**src/rtl/tsev_pkg.sv**
```systemverilog
package tsev_pkg;

    // Bit positions within the configuration word
    localparam int CB_MODE  = 0;
    localparam int CB_POL   = 1;
    localparam int CB_CONLY = 2;
    localparam int CB_OE    = 3;
    localparam int CB_STAT  = 4;
    localparam int CB_CLR   = 5;
    localparam int CB_LKA   = 6;
    localparam int CB_LKC   = 7;
    localparam int CB_SHDN  = 8;
    localparam int CB_HYLO  = 9;
    localparam int CB_HYHI  = 10;

    typedef struct packed {
        logic [1:0] hyst;
        logic       shdn;
        logic       lock_c;
        logic       lock_a;
        logic       oe;
        logic       conly;
        logic       pol;
        logic       mode;
    } tsev_cfg_t;

    // Flag vector indices
    localparam int FL_ABOVE = 0;
    localparam int FL_BELOW = 1;
    localparam int FL_CRIT  = 2;

endpackage

```
**src/rtl/tsev_cfg_regs.sv**
```systemverilog
module tsev_cfg_regs
    import tsev_pkg::*;
#(
    parameter int DW      = 16,
    parameter int LIM_LSB = 2,
    parameter int LIM_MSB = 12
) (
    input  logic          clk,
    input  logic          rst_n,
    input  logic [DW-1:0] wdata,
    input  logic          cfg_we,
    input  logic          upper_we,
    input  logic          lower_we,
    input  logic          crit_we,
    output tsev_cfg_t     cfg,
    output logic [DW-1:0] upper_w,
    output logic [DW-1:0] lower_w,
    output logic [DW-1:0] crit_w
);

    localparam logic [DW-1:0] LIM_MASK =
        DW'(((1 << (LIM_MSB - LIM_LSB + 1)) - 1) << LIM_LSB);

    typedef struct packed {
        tsev_cfg_t     cfg;
        logic [DW-1:0] up;
        logic [DW-1:0] lo;
        logic [DW-1:0] cr;
    } regs_t;

    regs_t r_d, r_q;
    logic  any_lock;

    always_comb begin
        r_d      = r_q;
        any_lock = r_q.cfg.lock_a | r_q.cfg.lock_c;
        if (cfg_we) begin
            if (!any_lock) begin
                r_d.cfg.mode = wdata[CB_MODE];
                r_d.cfg.pol  = wdata[CB_POL];
            end
            r_d.cfg.conly  = wdata[CB_CONLY];
            r_d.cfg.oe     = wdata[CB_OE];
            r_d.cfg.lock_a = r_q.cfg.lock_a | wdata[CB_LKA];
            r_d.cfg.lock_c = r_q.cfg.lock_c | wdata[CB_LKC];
            r_d.cfg.shdn   = wdata[CB_SHDN];
            r_d.cfg.hyst   = wdata[CB_HYHI:CB_HYLO];
        end
        if (upper_we && !r_q.cfg.lock_a) r_d.up = wdata & LIM_MASK;
        if (lower_we && !r_q.cfg.lock_a) r_d.lo = wdata & LIM_MASK;
        if (crit_we  && !r_q.cfg.lock_c) r_d.cr = wdata & LIM_MASK;
    end

    always_ff @(posedge clk) begin
        if (!rst_n) r_q <= '0;
        else        r_q <= r_d;
    end

    assign cfg     = r_q.cfg;
    assign upper_w = r_q.up;
    assign lower_w = r_q.lo;
    assign crit_w  = r_q.cr;

    a_r10_mode_pol_frozen: assert property (@(posedge clk) disable iff (!rst_n)
        (cfg_we && (r_q.cfg.lock_a || r_q.cfg.lock_c))
            |=> ($stable(r_q.cfg.mode) && $stable(r_q.cfg.pol)));

    a_r10_lock_sticky: assert property (@(posedge clk) disable iff (!rst_n)
        r_q.cfg.lock_a |=> r_q.cfg.lock_a);

    a_r10_upper_locked: assert property (@(posedge clk) disable iff (!rst_n)
        (upper_we && r_q.cfg.lock_a) |=> $stable(r_q.up));

endmodule

```
**src/rtl/tsev_window_cmp.sv**
```systemverilog
module tsev_window_cmp
    import tsev_pkg::*;
#(
    parameter int TEMP_W  = 16,
    parameter int DW      = 16,
    parameter int LIM_LSB = 2,
    parameter int LIM_MSB = 12,
    parameter int HYST1   = 6,
    parameter int HYST2   = 12,
    parameter int HYST3   = 24
) (
    input  logic              clk,
    input  logic              rst_n,
    input  logic [TEMP_W-1:0] temp,
    input  logic [DW-1:0]     upper_w,
    input  logic [DW-1:0]     lower_w,
    input  logic [DW-1:0]     crit_w,
    input  logic [1:0]        hyst,
    input  logic              shdn,
    output logic [2:0]        flg_nxt,
    output logic [2:0]        flg_q
);

    localparam int CMP_W = TEMP_W + 2;
    localparam int LIM_W = LIM_MSB - LIM_LSB + 1;

    typedef logic signed [CMP_W-1:0] cval_t;

    cval_t      t_s, up_s, lo_s, cr_s, h_s;
    logic [2:0] flg_d;

    function automatic cval_t lim_val(input logic [DW-1:0] w);
        logic signed [LIM_W-1:0] f;
        f = w[LIM_MSB:LIM_LSB];
        return cval_t'(f);
    endfunction

    always_comb begin
        t_s  = cval_t'($signed(temp[TEMP_W-1:2]));
        up_s = lim_val(upper_w);
        lo_s = lim_val(lower_w);
        cr_s = lim_val(crit_w);
        case (hyst)
            2'd1:    h_s = cval_t'(HYST1);
            2'd2:    h_s = cval_t'(HYST2);
            2'd3:    h_s = cval_t'(HYST3);
            default: h_s = '0;
        endcase

        flg_d = flg_q;
        if (!shdn) begin
            if (flg_q[FL_ABOVE]) flg_d[FL_ABOVE] = !(t_s < (up_s - h_s));
            else                 flg_d[FL_ABOVE] = (t_s > up_s);
            if (flg_q[FL_BELOW]) flg_d[FL_BELOW] = !(t_s >= lo_s);
            else                 flg_d[FL_BELOW] = (t_s < (lo_s - h_s));
            if (flg_q[FL_CRIT])  flg_d[FL_CRIT]  = !(t_s < (cr_s - h_s));
            else                 flg_d[FL_CRIT]  = (t_s > cr_s);
        end
    end

    always_ff @(posedge clk) begin
        if (!rst_n) flg_q <= '0;
        else        flg_q <= flg_d;
    end

    assign flg_nxt = flg_d;

    a_r11_flags_hold: assert property (@(posedge clk) disable iff (!rst_n)
        shdn |=> $stable(flg_q));

endmodule

```
**src/rtl/tsev_event_gen.sv**
```systemverilog
module tsev_event_gen
    import tsev_pkg::*;
(
    input  logic      clk,
    input  logic      rst_n,
    input  tsev_cfg_t cfg,
    input  logic [2:0] flg_nxt,
    input  logic [2:0] flg_q,
    input  logic      clr,
    output logic      evt_q,
    output logic      pin
);

    typedef struct packed {
        logic latch;
        logic evt;
    } ev_t;

    ev_t  e_d, e_q;
    logic rise;
    logic win;

    always_comb begin
        e_d  = e_q;
        rise = (flg_nxt[FL_ABOVE] & ~flg_q[FL_ABOVE])
             | (flg_nxt[FL_BELOW] & ~flg_q[FL_BELOW]);
        win  = 1'b0;
        if (!cfg.shdn) begin
            if (rise)     e_d.latch = 1'b1;
            else if (clr) e_d.latch = 1'b0;
            win   = cfg.mode ? e_d.latch
                             : (flg_nxt[FL_ABOVE] | flg_nxt[FL_BELOW]);
            e_d.evt = flg_nxt[FL_CRIT] | (~cfg.conly & win);
        end
    end

    always_ff @(posedge clk) begin
        if (!rst_n) e_q <= '0;
        else        e_q <= e_d;
    end

    assign evt_q = e_q.evt;
    assign pin   = cfg.oe ? (cfg.pol ? e_q.evt : ~e_q.evt) : ~cfg.pol;

    a_r5_crit_forces_event: assert property (@(posedge clk) disable iff (!rst_n)
        flg_q[FL_CRIT] |-> evt_q);

    a_r6_comparator_follows: assert property (@(posedge clk) disable iff (!rst_n)
        (!cfg.mode && !cfg.conly && !cfg.shdn) |=> (evt_q == (|flg_q)));

    a_r8_crit_only_gate: assert property (@(posedge clk) disable iff (!rst_n)
        (cfg.conly && !cfg.shdn) |=> (evt_q == flg_q[FL_CRIT]));

endmodule

```
**src/rtl/tsev_alarm_ctrl.sv**
```systemverilog
module tsev_alarm_ctrl
    import tsev_pkg::*;
#(
    parameter int TEMP_W  = 16,
    parameter int DW      = 16,
    parameter int LIM_LSB = 2,
    parameter int LIM_MSB = 12,
    parameter int HYST1   = 6,
    parameter int HYST2   = 12,
    parameter int HYST3   = 24
) (
    input  logic              clk,
    input  logic              rst_n,
    input  logic [TEMP_W-1:0] temp_i,
    input  logic [DW-1:0]     wdata_i,
    input  logic              cfg_we_i,
    input  logic              upper_we_i,
    input  logic              lower_we_i,
    input  logic              crit_we_i,
    input  logic              clr_evt_i,
    output logic [DW-1:0]     cfg_rd_o,
    output logic [DW-1:0]     upper_rd_o,
    output logic [DW-1:0]     lower_rd_o,
    output logic [DW-1:0]     crit_rd_o,
    output logic              above_o,
    output logic              below_o,
    output logic              crit_o,
    output logic              evt_status_o,
    output logic              evt_pin_o
);

    tsev_cfg_t  cfg;
    logic [2:0] flg_nxt, flg_q;
    logic       clr, evt;

    assign clr = clr_evt_i | (cfg_we_i & wdata_i[CB_CLR]);

    tsev_cfg_regs #(.DW(DW), .LIM_LSB(LIM_LSB), .LIM_MSB(LIM_MSB)) u_regs (
        .clk      (clk),
        .rst_n    (rst_n),
        .wdata    (wdata_i),
        .cfg_we   (cfg_we_i),
        .upper_we (upper_we_i),
        .lower_we (lower_we_i),
        .crit_we  (crit_we_i),
        .cfg      (cfg),
        .upper_w  (upper_rd_o),
        .lower_w  (lower_rd_o),
        .crit_w   (crit_rd_o)
    );

    tsev_window_cmp #(
        .TEMP_W(TEMP_W), .DW(DW), .LIM_LSB(LIM_LSB), .LIM_MSB(LIM_MSB),
        .HYST1(HYST1), .HYST2(HYST2), .HYST3(HYST3)
    ) u_cmp (
        .clk     (clk),
        .rst_n   (rst_n),
        .temp    (temp_i),
        .upper_w (upper_rd_o),
        .lower_w (lower_rd_o),
        .crit_w  (crit_rd_o),
        .hyst    (cfg.hyst),
        .shdn    (cfg.shdn),
        .flg_nxt (flg_nxt),
        .flg_q   (flg_q)
    );

    tsev_event_gen u_evt (
        .clk     (clk),
        .rst_n   (rst_n),
        .cfg     (cfg),
        .flg_nxt (flg_nxt),
        .flg_q   (flg_q),
        .clr     (clr),
        .evt_q   (evt),
        .pin     (evt_pin_o)
    );

    always_comb begin
        cfg_rd_o            = '0;
        cfg_rd_o[CB_MODE]   = cfg.mode;
        cfg_rd_o[CB_POL]    = cfg.pol;
        cfg_rd_o[CB_CONLY]  = cfg.conly;
        cfg_rd_o[CB_OE]     = cfg.oe;
        cfg_rd_o[CB_STAT]   = evt;
        cfg_rd_o[CB_LKA]    = cfg.lock_a;
        cfg_rd_o[CB_LKC]    = cfg.lock_c;
        cfg_rd_o[CB_SHDN]   = cfg.shdn;
        cfg_rd_o[CB_HYHI:CB_HYLO] = cfg.hyst;
    end

    assign above_o      = flg_q[FL_ABOVE];
    assign below_o      = flg_q[FL_BELOW];
    assign crit_o       = flg_q[FL_CRIT];
    assign evt_status_o = evt;

    a_r9_disabled_pin_idle: assert property (@(posedge clk) disable iff (!rst_n)
        (!cfg_rd_o[CB_OE]) |-> (evt_pin_o == ~cfg_rd_o[CB_POL]));

endmodule

```
**config.mk**
```make
export PLATFORM = sky130hd
export DESIGN_NAME = tsev_alarm_ctrl
export DESIGN_NICKNAME = d
export VERILOG_FILES = /design/src/rtl/tsev_pkg.sv /design/src/rtl/tsev_cfg_regs.sv /design/src/rtl/tsev_window_cmp.sv /design/src/rtl/tsev_event_gen.sv /design/src/rtl/tsev_alarm_ctrl.sv
export SDC_FILE = /design/constraint.sdc
export NUM_CORES = 1
export LEC_CHECK = 0
export BUFFER_PORTS_ARGS = -buffer_cell sky130_fd_sc_hd__buf_2
export CORE_AREA = 2 2 110 91
export CTS_CLUSTER_DIAMETER = 100
export DETAILED_ROUTE_END_ITERATION = 10
export DIE_AREA = 0 0 112 93
export MAX_ROUTING_LAYER = met4
export PLACE_DENSITY = 0.88
export SLEW_MARGIN = 10
export SYNTH_ARGS = -nofsm -noshare
export SYNTH_HDL_FRONTEND = slang
export SYNTH_SLANG_ARGS = --single-unit
```
**constraint.sdc**
```tcl
create_clock -name clk -period 3.3 [get_ports clk]
set_input_delay 0.66 -clock clk [delete_from_list [all_inputs] [get_ports clk]]
set_output_delay 0.66 -clock clk [all_outputs]
set_load 0.05 [all_outputs]
```
* After elaboration in Yosys (flattened, before gate mapping)
Cells that the tools add are included.
** Operators by class
- Add/sub/neg operators :: 3
- Order comparisons :: 6
- Equal/unequal tests :: 3
- Muxes and demuxes :: 11
- Bitwise operators :: 17
- Reductions and logical operators :: 9
** Operators by type and width (number)
- 14-bit by 12-bit less-than comparator with 1-bit output :: 3
- 11-bit by 6-bit subtractor with 12-bit output :: 3
- 14-bit by 11-bit > comparator with 1-bit output :: 2
- 5-bit case mux with 3 select lines :: 1
- 14-bit by 11-bit greater-or-equal comparator with 1-bit output :: 1
- 1-bit 2-to-1 mux :: 9
- 1-bit OR :: 7
- 1-bit inverter :: 6
- 1-bit logical NOT :: 5
- 1-bit AND :: 4
- 2-bit == test, second input constant :: 2
- 1-bit logical AND :: 3
- 3-bit 2-to-1 mux :: 1
- 2-bit by 1-bit == test with 1-bit output, second input constant :: 1
- 2-bit AND reduction :: 1
** Word-level totals
- Register bits :: 47
- Input bits :: 39
- Output and inout bits :: 69
- Word-level logic and storage cells :: 63

* Logic depth before layout (Yosys ltp)
- Word-level depth :: 14
- Mapped depth :: 19
- Mapped depth without buffers :: 19

* Cells and area by module
Synthesis repeated with hierarchy kept, for this count alone.
** Unflattened totals
- Cell total of the unflattened synthesis :: 570
- Area, all modules :: 4693.3 um^2
** Modules (own cells, without submodules)
- tsev_window_cmp :: times used 1, cells each 350, area each 2783.9 um^2, sequential area each 60.1 um^2
- tsev_cfg_regs :: times used 1, cells each 195, area each 1691.6 um^2, sequential area each 840.8 um^2
- tsev_event_gen :: times used 1, cells each 16, area each 153.9 um^2, sequential area each 40.0 um^2
- tsev_alarm_ctrl :: times used 1, cells each 9, area each 63.8 um^2, sequential area each 0.0 um^2

* Least setup slack after synthesis
No wires, ideal clock.
- Path type :: register to register
- Start :: register u_regs.r_q (netlist bit u_regs.cfg[8])
- End :: register u_evt.e_q (netlist bit u_evt.evt_q)
- Library setup time :: 0.057 ns
- Arrival :: 4.022 ns
- Data required time :: 3.243 ns
- Path slack :: -0.780 ns
- Cell stages (with the launch flop) :: 17
- Path buffers :: 0
- Clock period less this slack :: 4.080 ns
- Cell sequence :: dfxtp_1 inv_1 ha_1 ha_1 a21o_1 a21o_1 a21o_1 nor3_1 xnor2_1 ha_1 a2111oi_2 o21ai_1 a21o_1 o31ai_2 a31oi_1 a311oi_1 a21o_1
** On the way
- Longest elaborated chain between the ends :: 14
- Elaborated cells on any way between the ends :: 25
- Those cells by class :: 3 x add/sub; 3 x order compare; 3 x eq/ne; 8 x mux; 6 x bitwise; 2 x reduce/logical
** Ends and longest elaborated chain
- start, declared :: RTL line tsev_cfg_regs.sv:31 : regs_t r_d, r_q;
- start signal, assigned :: RTL line tsev_cfg_regs.sv:56 : else r_q <= r_d;
- 2-bit == test / 2-bit by 1-bit == test with 1-bit output (equally long branches) :: RTL line tsev_window_cmp.sv:43 : case (hyst)
- 5-bit case mux with 3 select lines * :: RTL line tsev_window_cmp.sv:43
- 11-bit by 6-bit subtractor with 12-bit output :: RTL line tsev_window_cmp.sv:52 : if (flg_q[FL_ABOVE]) flg_d[FL_ABOVE] = !(t_s < (up_s - h_s));
- 14-bit by 12-bit less-than comparator with 1-bit output :: RTL line tsev_window_cmp.sv:52
- 1-bit logical NOT :: RTL line tsev_window_cmp.sv:52
- 1-bit 2-to-1 mux :: RTL line tsev_window_cmp.sv:52
- 3-bit 2-to-1 mux * :: RTL line tsev_window_cmp.sv:51 : if (!shdn) begin
- 1-bit AND :: RTL line tsev_event_gen.sv:25 : rise = (flg_nxt[FL_ABOVE] & ~flg_q[FL_ABOVE])
- 1-bit OR :: RTL line tsev_event_gen.sv:26 : | (flg_nxt[FL_BELOW] & ~flg_q[FL_BELOW]);
- 1-bit 2-to-1 mux :: RTL line tsev_event_gen.sv:29 : if (rise) e_d.latch = 1'b1;
- 1-bit 2-to-1 mux :: RTL line tsev_event_gen.sv:28 : if (!cfg.shdn) begin
- 1-bit 2-to-1 mux :: RTL line tsev_event_gen.sv:31 : win = cfg.mode ? e_d.latch
- 1-bit AND :: RTL line tsev_event_gen.sv:33 : e_d.evt = flg_nxt[FL_CRIT] | (~cfg.conly & win);
- 1-bit OR * :: RTL line tsev_event_gen.sv:33
- end signal, assigned :: RTL line tsev_event_gen.sv:38 : if (!rst_n) e_q <= '0;
- end signal, assigned :: RTL line tsev_event_gen.sv:39 : else e_q <= e_d;
- end, declared :: RTL line tsev_event_gen.sv:19 : ev_t e_d, e_q;
Mark *: on every way between the ends. The rest lies on a longest branch, timed or not. The select of a mux whose other input is x is not followed.
A chain may end at the register's enable or synchronous reset.

* Worst setup path after layout
Same ends and word-level chain as after synthesis.

==> summary.txt <==
Setup path
  • Reg2reg end: u_evt.evt_q$_SDFFE_PN0N_
  • Worst Setup Start Kind: register
  • CP top delay family: compound AO/OA/AOI/OAI gates
  • Crit Path Max Fanout: 5
  • Worst R2R Start: u_regs.cfg[8]$_SDFFE_PN0P_
  • Worst path slowest cell: dfxtp_4
  • Critical path class: reg2reg
  • Buf+Inv Stages, Crit Path: 1
  • Crit end category: register
  • Worst path most repeated cell: a21o_1
  • Reg2reg path depth: 16
  • Reg2reg setup slack: -0.19 ns
  • CP cell instances: inv_4 > ha_4 > ha_4 > a21o_1 > a21o_1 > a21o_1 > nor3_2 > xnor2_1 > ha_1 > a2111oi_2 > o21ai_1 > a21o_1 > o31ai_4 > a31oi_2 > a311oi_2 > a21o_1
  • CP peak stage delay: 0.35 ns
  • Critical Path RT: 3.53 ns
  • Crit path arrival time: 3.71 ns

STA
  • Finish-stage setup viols: 3
  • Max transition margin: 0.376
  • F_max: 287 MHz
  • Final hold violations: 0
  • RSZ-0062 raised after global routing: true
  • Final TNS setup: -0.228 ns
  • Final worst slack: -0.186 ns
  • Skew final: 0.00387 ns
  • Slew Limit Fails: 0
  • Worst-Margin Slew: 0.933 ns
  • Clock period minus worst slack: 3.49 ns
  • Period utilisation layout: 1.06

Run status
  • Status: finished with violations
  • Failing checks: setup timing

GRT
  • Total grt overflow: 0
  • Largest net degree at the start of global routing: 48
  • First-pass GRT wire length: 21200 um
  • Vias in the first global route: 4291
  • Total global-route track usage: 0.262
  • Initial antenna violation count: 0

Clocking
  • CTS Buffer Depth: 2
  • Number of CTS-inserted buffers: 5
  • Root Driver: clkbuf_16
  • # hold bufs at CTS: 0
  • Clock latency on the worst-skew pair: 0.28 ns
  • Clock Sinks: 47
  • CTS HTree Levels: 2
  • CTS tree: built
  • Clock Pin Slew Worst Setup and Hold Paths: 0.06 ns

Yosys
  • Post-Syn Area: 4550 um2
  • Yosys warns: 0
  • Ys flop type: dfxtp_1
  • Post-synth top area share: 0.245
  • Cell variety after synth: 52
  • Seq/Total Area, Yosys: 0.207
  • Largest cells by area after synthesis: ha_1 (24%), dfxtp_1 (21%), nand2_1 (7.2%), a21boi_0 (5.4%), xnor2_1 (4.6%)
  • Post-synthesis cell type with the largest combined area: ha_1
  • Ys async rst share: 0
  • Cell with the most instances after synthesis: ha_1
  • Gate count after technology mapping: 564
  • FF+latch count, synth: 47
  • Synth cell count leaders: ha_1 (89), nand2_1 (87), inv_1 (51), dfxtp_1 (47), a21boi_0 (33)
  • Number of synthesized flops with an enable pin: 0
  • Syn_area_per_cell: 8.07 um2

Power and ir drop
  • Pwr dens: 424 nW/um2
  • Lkg Pwr: 2.63 nW
  • IR drop worst, VDD: 0.000524 V
  • Power Total: 2.42 mW

Floorplanning
  • CORE AREA: 9370 um2
  • Die W: 112 um
  • Row Count: 32
  • I/O pin count: 108
  • Starting density of the core: 0.486
  • Chip height: 93 um
  • Die area: 10400 um2

Min path
  • Hold EP: u_regs.lower_w[3]$_SDFFE_PN0P_
  • Hold Crit Class: reg2reg
  • Min-Delay Startpoint: u_regs.lower_w[3]$_SDFFE_PN0P_
  • WHS Path Cells: 2

Placement
  • Final GP Congestion: 0.951
  • Setup slack at placement: -0.268 ns
  • Detailed placement HPWL: 11000 um
  • Port bufs: 81

Cells and area
  • Final nets: 814
  • Syn-to-layout area delta: 25.3%
  • Layout cells sized above 1: 0.266
  • # diodes: 0
  • Post-Route Utilization: 0.609

Drt
  • Initial DRT Pass Iterations: 5
  • Vias per cell: 5.67
  • Via count: 4553
  • Drt total wl: 14000 um
  • Violation count after the first detailed-routing iteration: 227
  • DRC Markers: 0
  • Drt wl/cell: 17.4 um
  • Routed Antenna Nets: 0

Run
  • Total of max-cap violations: 0
-- worst max-delay path by stage --
stage | start | to | slack, ns | cells after the start
3_5_place_dp | u_regs.cfg[8]$_SDFFE_PN0P_ | u_evt.evt_q$_SDFFE_PN0N_ | -0.27 | 16
2_1_floorplan | u_regs.cfg[8]$_SDFFE_PN0P_ | u_evt.evt_q$_SDFFE_PN0N_ | -0.05 | 16
3_3_place_gp | u_regs.cfg[8]$_SDFFE_PN0P_ | u_evt.evt_q$_SDFFE_PN0N_ | -0.15 | 16
5_1_grt | u_regs.cfg[8]$_SDFFE_PN0P_ | u_evt.evt_q$_SDFFE_PN0N_ | -0.34 | 16
6_report | u_regs.cfg[8]$_SDFFE_PN0P_ | u_evt.evt_q$_SDFFE_PN0N_ | -0.19 | 16
4_1_cts | u_regs.cfg[8]$_SDFFE_PN0P_ | u_evt.evt_q$_SDFFE_PN0N_ | -0.19 | 16
-- repair_timing --
item                       CTS  global route
pin swaps                    3            26
buffers inserted             2             9
setup endpoints to repair    4             5
gates resized for setup      5            43
-- flip-flops by register name (all words and copies together), names as in the netlist --
signal / count
u_regs.crit_w: 11
u_regs.lower_w: 11
u_regs.upper_w: 11
u_regs.cfg: 9
u_cmp.flg_q: 3
u_evt.e_q: 1
u_evt.evt_q: 1
-- logic make-up after synthesis --
logic type / after synthesis / share of synthesized area
compound gates: 132 / 0.202
xor+xnor: 25 / 0.0481
fa+ha+maj: 92 / 0.258
buf+inv: 87 / 0.0924
flops: 47 / 0.207
mux: 6 / 0.0132
other cells: 1 / 0.000824
simple gates: 174 / 0.179
-- tightest hold or removal path, stage by stage, from the launching register on --
cell	delay, ns
dfxtp_1	0.33
nand2_1	0.06
a21boi_0	0.07
-- layout make-up --
type,instances,area (um2)
sequential,47,948
clock buffer,7,143
tap,119,149
inverter,52,198
fill,820,3670
clock inverter,1,5.00
timing repair buffer,127,758
multi-input combinational,450,3500
-- layout by cell type, fill, tap and decap left out, types with 4 or more instances in the layout --
master     instances
a211oi_1           5
a21oi_1           15
nor2b_1           15
a21oi_2            9
buf_2             81
ha_1              84
inv_1             48
conb_1            21
clkbuf_16          5
o21ai_0           12
o21ai_1            6
xnor2_1           23
mux2i_1            6
dfxtp_1           45
a21boi_0          33
ha_4               4
nor2_1            20
nor4_1             5
nand2_1           87
nand3_1            9
a21o_1            13
nand2b_1           5
nand4_1            8
buf_4             44
nor3_1             5
-- layer usage --
layer  up-vias  global-route usage  share of wire
li1       2178                   -              -
met4         0              0.0732          0.021
met3        19              0.0175          0.065
met5         -                   -              0
met2       187               0.434           0.47
met1      2169               0.350           0.44
-- power by group --
part,total [mW],internal (mW),switching (mW)
Clock,0.499,0.300,0.199
Sequential,0.678,0.610,0.0675
Combinational,1.24,0.499,0.739
-- stage by stage --
step	hold slack [ns]	area [um2]	instances
after floorplan	0.472	4660	584
after global placement	0.482	5260	785
after detailed placement	0.491	5260	785
after CTS	0.505	5460	795
after global routing	0.539	5700	803
final	0.506	5700	803
Power figures use the tool's default switching activity.
